==> config.mk <==
export PLATFORM = sky130hd
export DESIGN_NAME = itm_channel
export DESIGN_NICKNAME = d
export VERILOG_FILES = /design/src/rtl/itm_pkg.sv /design/src/rtl/itm_regs.sv /design/src/rtl/itm_counter.sv /design/src/rtl/itm_irq.sv /design/src/rtl/itm_channel.sv
export SDC_FILE = /design/constraint.sdc
export NUM_CORES = 1
export LEC_CHECK = 0
export BUFFER_PORTS_ARGS = -buffer_cell sky130_fd_sc_hd__clkbuf_2
export CAP_MARGIN = 20
export CELL_PAD_IN_SITES_DETAIL_PLACEMENT = 0
export CELL_PAD_IN_SITES_GLOBAL_PLACEMENT = 2
export CORE_UTILIZATION = 30
export DETAILED_ROUTE_END_ITERATION = 7
export PLACE_DENSITY = 0.84
export SYNTH_ARGS = -nofsm -noshare
export SYNTH_HDL_FRONTEND = slang
export SYNTH_SLANG_ARGS = --single-unit
==> constraint.sdc <==
create_clock -name clk -period 3.05 [get_ports clk]
set_input_delay 0.4575 -clock clk [delete_from_list [all_inputs] [get_ports clk]]
set_output_delay 0.4575 -clock clk [all_outputs]
set_load 0.02 [all_outputs]
==> src/rtl/itm_pkg.sv <==
package itm_pkg;
   localparam int WORD_W   = 32;
   localparam int FIELD_W  = 29;
   localparam int RUN_BIT  = 31;
   localparam int MODE_BIT = 30;
   localparam int ACK_BIT  = 30;
   localparam int PEND_BIT = 31;
   localparam int OFS_CTRL = 0;
   localparam int OFS_STAT = 4;

   typedef enum logic [1:0] {
      SEL_NONE = 2'd0,
      SEL_CTRL = 2'd1,
      SEL_STAT = 2'd2
   } reg_sel_e;
endpackage

==> src/rtl/itm_regs.sv <==
module itm_regs
   import itm_pkg::*;
#(
   parameter int CNT_W  = 29,
   parameter int ADDR_W = 3
) (
   input  logic              bus_wr,
   input  logic [ADDR_W-1:0] bus_addr,
   input  logic [WORD_W-1:0] bus_wdata,
   input  logic [WORD_W-1:0] ctrl_q,
   input  logic [CNT_W-1:0]  cnt_q,
   input  logic              pend_q,
   output logic              ctrl_wr,
   output logic              ack_wr,
   output logic [WORD_W-1:0] bus_rdata
);
   reg_sel_e              sel;
   logic [WORD_W-1:0]     stat_word;

   generate
      if (ADDR_W < 3) begin : g_bad_addr
         $error("itm_regs: ADDR_W must cover an eight-byte window");
      end
   endgenerate

   always_comb begin
      if (bus_addr == ADDR_W'(OFS_CTRL))      sel = SEL_CTRL;
      else if (bus_addr == ADDR_W'(OFS_STAT)) sel = SEL_STAT;
      else                                     sel = SEL_NONE;
   end

   assign ctrl_wr = bus_wr && (sel == SEL_CTRL);
   assign ack_wr  = bus_wr && (sel == SEL_STAT) && bus_wdata[ACK_BIT];

   always_comb begin
      stat_word              = '0;
      stat_word[CNT_W-1:0]   = cnt_q;
      stat_word[PEND_BIT]    = pend_q;
   end

   always_comb begin
      unique case (sel)
         SEL_CTRL: bus_rdata = ctrl_q;
         SEL_STAT: bus_rdata = stat_word;
         default:  bus_rdata = '0;
      endcase
   end
endmodule

==> src/rtl/itm_counter.sv <==
module itm_counter
   import itm_pkg::*;
#(
   parameter int CNT_W = 29
) (
   input  logic              clk,
   input  logic              rst_n,
   input  logic              tick,
   input  logic              ctrl_wr,
   input  logic [WORD_W-1:0] wdata,
   output logic [WORD_W-1:0] ctrl_q,
   output logic [CNT_W-1:0]  cnt_q,
   output logic              expire
);
   logic             running;
   logic             repeat_mode;
   logic [CNT_W-1:0] reload;

   assign running     = ctrl_q[RUN_BIT];
   assign repeat_mode = ctrl_q[MODE_BIT];
   assign reload      = ctrl_q[CNT_W-1:0];

   // a control write in the same cycle wins over an expiry
   assign expire = running && tick && !ctrl_wr && (cnt_q == '0);

   always_ff @(posedge clk) begin
      if (!rst_n) begin
         ctrl_q <= '0;
         cnt_q  <= '0;
      end else if (ctrl_wr) begin
         ctrl_q <= wdata;
         cnt_q  <= wdata[CNT_W-1:0];
      end else if (expire) begin
         if (repeat_mode) cnt_q <= reload;
         else             ctrl_q[RUN_BIT] <= 1'b0;
      end else if (running && tick) begin
         cnt_q <= cnt_q - 1'b1;
      end
   end
endmodule

==> src/rtl/itm_irq.sv <==
module itm_irq (
   input  logic clk,
   input  logic rst_n,
   input  logic expire,
   input  logic ack_wr,
   output logic pend_q
);
   always_ff @(posedge clk) begin
      if (!rst_n)      pend_q <= 1'b0;
      else if (expire) pend_q <= 1'b1;
      else if (ack_wr) pend_q <= 1'b0;
   end
endmodule

==> src/rtl/itm_channel.sv <==
module itm_channel
   import itm_pkg::*;
#(
   parameter int CNT_W  = 29,
   parameter int ADDR_W = 3
) (
   input  logic              clk,
   input  logic              rst_n,
   input  logic              tick,
   input  logic              bus_wr,
   input  logic [ADDR_W-1:0] bus_addr,
   input  logic [31:0]       bus_wdata,
   output logic [31:0]       bus_rdata,
   output logic              irq
);
   generate
      if (CNT_W < 1 || CNT_W > FIELD_W) begin : g_bad_cnt
         $error("itm_channel: CNT_W out of range");
      end
   endgenerate

   logic              ctrl_wr;
   logic              ack_wr;
   logic              expire;
   logic              pend_q;
   logic [WORD_W-1:0] ctrl_q;
   logic [CNT_W-1:0]  cnt_q;

   itm_regs #(.CNT_W(CNT_W), .ADDR_W(ADDR_W)) u_regs (
      .bus_wr    (bus_wr),
      .bus_addr  (bus_addr),
      .bus_wdata (bus_wdata),
      .ctrl_q    (ctrl_q),
      .cnt_q     (cnt_q),
      .pend_q    (pend_q),
      .ctrl_wr   (ctrl_wr),
      .ack_wr    (ack_wr),
      .bus_rdata (bus_rdata)
   );

   itm_counter #(.CNT_W(CNT_W)) u_cnt (
      .clk     (clk),
      .rst_n   (rst_n),
      .tick    (tick),
      .ctrl_wr (ctrl_wr),
      .wdata   (bus_wdata),
      .ctrl_q  (ctrl_q),
      .cnt_q   (cnt_q),
      .expire  (expire)
   );

   itm_irq u_irq (
      .clk    (clk),
      .rst_n  (rst_n),
      .expire (expire),
      .ack_wr (ack_wr),
      .pend_q (pend_q)
   );

   assign irq = pend_q;
endmodule

==> flow_metrics.env <==
export IMPL_avgSynthCellArea_um2=7.86
export IMPL_ir_worst_vdd_v=0.000276
export IMPL_final_setup_skew_ns=0.00717
export IMPL_post_detailed_route_drc_marker_count=6
export IMPL_drv_slew=0
export IMPL_worst_path_largest_cell_delay_ns=0.48
export IMPL_critical_path_cell_chain="inv_1 > ha_1 > or4b_1 > or4_4 > or3_1 > o21a_4 > o21ai_0 > a31oi_1"
export IMPL_fin_ws_ns=0.211
export IMPL_netlist_cell_types=48
export IMPL_grt_setup_unrepaired="false"
export IMPL_dp_final_hpwl_mm=7.14
export IMPL_via_count_of_the_first_global_routing_pass=3556
export IMPL_place_gp_congestion=0.793
export IMPL_total_of_warnings_raised_by_yosys=0
export IMPL_gr_usage_met3=0.0359
export IMPL_failed_checks="DRC"
export IMPL_maxCapViolations=0
export IMPL_globalRoute_busiestLayer="met2"
export IMPL_portBuffers=71
export IMPL_hold_path_class="input pin to flip-flop"
export IMPL_timing_critical_path_max_delay_family="simple AND/OR/NAND/NOR gates"
export IMPL_setup_viol=0
export IMPL_worst_skew_pair_late_latency_ns=0.32
export IMPL_gr_usage_met2=0.301
export IMPL_yosys_cell_count_top_type="sky130_fd_sc_hd__nand2_1"
export IMPL_finalSetupTns_ns=0
export IMPL_drtIter0Drc=189
export IMPL_startpoint_type="flip-flop"
export IMPL_async_set_reset_flop_share_out_of_synthesis=0
export IMPL_drt_first_pass_iters=7
export IMPL_worst_pin_slew_ns=0.749
export IMPL_placementRows=39
export IMPL_final_core_utilization=0.386
export IMPL_run_status="finished with violations"
export IMPL_cts_hold_buf=0
export IMPL_synth_nets=500
export IMPL_grtUsageTotal=0.177
export IMPL_cts_tree="yes"
export IMPL_grt_overflow=0
export IMPL_cts_root_buf="sky130_fd_sc_hd__clkbuf_16"
export IMPL_post_place_cells=652
export IMPL_routed_via_density=5.43
export IMPL_setup_worst_path_end_class="flip-flop"
export IMPL_synthTopCellsByArea="sky130_fd_sc_hd__dfxtp_1, sky130_fd_sc_hd__nand2_1, sky130_fd_sc_hd__a21boi_0"
export IMPL_powerDensity_nw_per_um2=545
export IMPL_grt_util_met1=0.225
export IMPL_cts_buf_count=9
export IMPL_maximum_number_of_pins_on_one_net_before_global_route_repair=54
export IMPL_synth_seq_area_share=0.344
export IMPL_die_area_um2=12500
export IMPL_worstPathMaxFanout=53
export IMPL_insertedDiodeCount=0
export IMPL_max_freq_mhz=352
export IMPL_path_class="flip-flop to flip-flop"
export IMPL_cp_required_ns=3.23
export IMPL_most_used_flip_flop_cell_after_synthesis="sky130_fd_sc_hd__dfxtp_1"
export IMPL_syn_to_layout_area_delta_pct=23.7
export IMPL_synth_seq_cells=62
export IMPL_cts_sink_count=62
export IMPL_fin_crit_ns=2.84
export IMPL_edff_count_synth=0
export IMPL_grt_first_pass_wirelength_mm=17.8
export IMPL_max_slew_margin=0.501
export IMPL_cts_path_max_buffers=2
export IMPL_pin_count=72
export IMPL_fin_nets=561
export IMPL_place_worst_setup_slack_ns=0.265
export IMPL_drt_wirelength_per_cell_um=16.1
export IMPL_clk_transition_reported_paths_ns=0.05
export IMPL_synth_top_area_frac=0.344
export IMPL_num_fill_cells=1209
export IMPL_die_height_um=112
export IMPL_die_w_um=112
export IMPL_critPathBufInv=1
export IMPL_drt_antenna_violating_nets=0
export IMPL_postCtsResizedCells=0
export IMPL_initial_antenna_violation_count=0
export IMPL_post_cts_buffers=0
export IMPL_cp_max_stage_cell="sky130_fd_sc_hd__or4b_1"
export IMPL_stdcell_count=667
export IMPL_power_w=0.00243
export IMPL_fin_hold_viols=0
export IMPL_worst_endpoint_arrival_ns=3.02
export IMPL_synth_area_leader_cell="sky130_fd_sc_hd__dfxtp_1"
export IMPL_post_route_period_util=0.931
export IMPL_clock_tree_htree_level_count=3
export IMPL_synthesis_instances=459
export IMPL_initial_core_util=0.312
export IMPL_synthesis_area_um2=3610
export IMPL_final_layout_size_suffix_gt1_frac=0.219
export IMPL_fp_coreArea_um2=11600
export IMPL_leakage_power_nw=1.80
export IMPL_ys_top_cells_by_count="sky130_fd_sc_hd__nand2_1, sky130_fd_sc_hd__dfxtp_1, sky130_fd_sc_hd__o21ai_0, sky130_fd_sc_hd__a21boi_0, sky130_fd_sc_hd__a22o_1"
export IMPL_dr_total_vias=3625
export IMPL_post_route_wl_mm=10.7
==> cells in the final DEF (no fill, tap or decap), drive strengths merged, types with 3 or more instances in the layout <==
| master | Yosys | routed |
|---|---|---|
| dfxtp | 62 | 62 |
| nor4 | 8 | 8 |
| nor3 | 20 | 20 |
| or3 | 5 | 5 |
| or4 | 5 | 5 |
| nand3 | 8 | 8 |
| buf | 12 | 20 |
| a21boi | 35 | 35 |
| o22ai | 3 | 3 |
| clkbuf | 29 | 82 |
| nand2 | 85 | 85 |
| a31oi | 24 | 24 |
| xor2 | 14 | 14 |
| inv | 3 | 3 |
| o211ai | 13 | 13 |
| nor2 | 13 | 13 |
| xnor2 | 5 | 5 |
| nand4 | 4 | 4 |
| o21ai | 39 | 39 |
| o21a | 10 | 10 |
| a21oi | 7 | 7 |
| a22o | 30 | 30 |
==> cell type report <==
class                           count  area [µm²]  share of cell area
Multi-Input combinational cell    353        2190               0.491
Clock inverter                      4        70.1              0.0157
Sequential cell                    62        1240               0.278
Inverter                            3        11.3             0.00252
Tap cell                          143         179              0.0401
Clock buffer                       11         253              0.0566
Timing Repair Buffer               91         518               0.116
==> tightest hold or removal path, delay by kind of cell <==
| kind | cells | cell delay, ns |
|---|---|---|
| compound gates | 1 | 0.06 |
| simple gates | 1 | 0.04 |
| buf+inv | 1 | 0.08 |
==> routing by layer <==
metal | wire length [µm] | up-vias
met1 | 4970 | 1727
met2 | 5180 | 67
met5 | 0 | -
li1 | - | 1823
met3 | 439 | 8
met4 | 112 | 0
==> sequential cells by signal, indices dropped and copies added (netlist names) <==
name          flops
u_cnt.ctrl_q     32
u_cnt.cnt_q      29
u_irq.pend_q      1
==> where the power goes <==
group	switching [W]	total (W)	internal, W
combinational	0.000251	0.000450	0.000199
sequential	0.0000325	0.000870	0.000837
clock	0.000362	0.00111	0.000752
total	0.000646	0.00243	0.00179
==> stage by stage <==
step,cell area (µm²),hold slack [ns]
2_1_floorplan,3610,0.439
3_3_place_gp,4140,0.451
3_5_place_dp,4140,0.464
4_1_cts,4460,0.366
5_1_grt,4460,0.371
6_report,4460,0.375
==> kinds of logic after synthesis <==
family / synth area share
AOI/OAI and AO/OA: 0.331
xor gates and xnor gates: 0.0461
adders and majority gates: 0.00693
buffers and inverters: 0.0544
DFF: 0.344
muxes: 0.00555
and+or+nand+nor: 0.212
==> path summary, 6_finish.rpt <==
| kind | endpoint | from | cells after the start | slack (ns) |
|---|---|---|---|---|
| worst max-delay path | u_cnt.cnt_q[19] | u_cnt.cnt_q[0] | 8 | 0.21 |
| worst min-delay path | u_cnt.ctrl_q[29] | bus_wdata[29] | 3 | 0.38 |
| worst max register to register | u_cnt.cnt_q[19] | u_cnt.cnt_q[0] | 8 | 0.21 |
| worst min register to register | u_cnt.ctrl_q[29] | u_cnt.ctrl_q[29] | 2 | 0.47 |
Power figures use the tool's default switching activity.
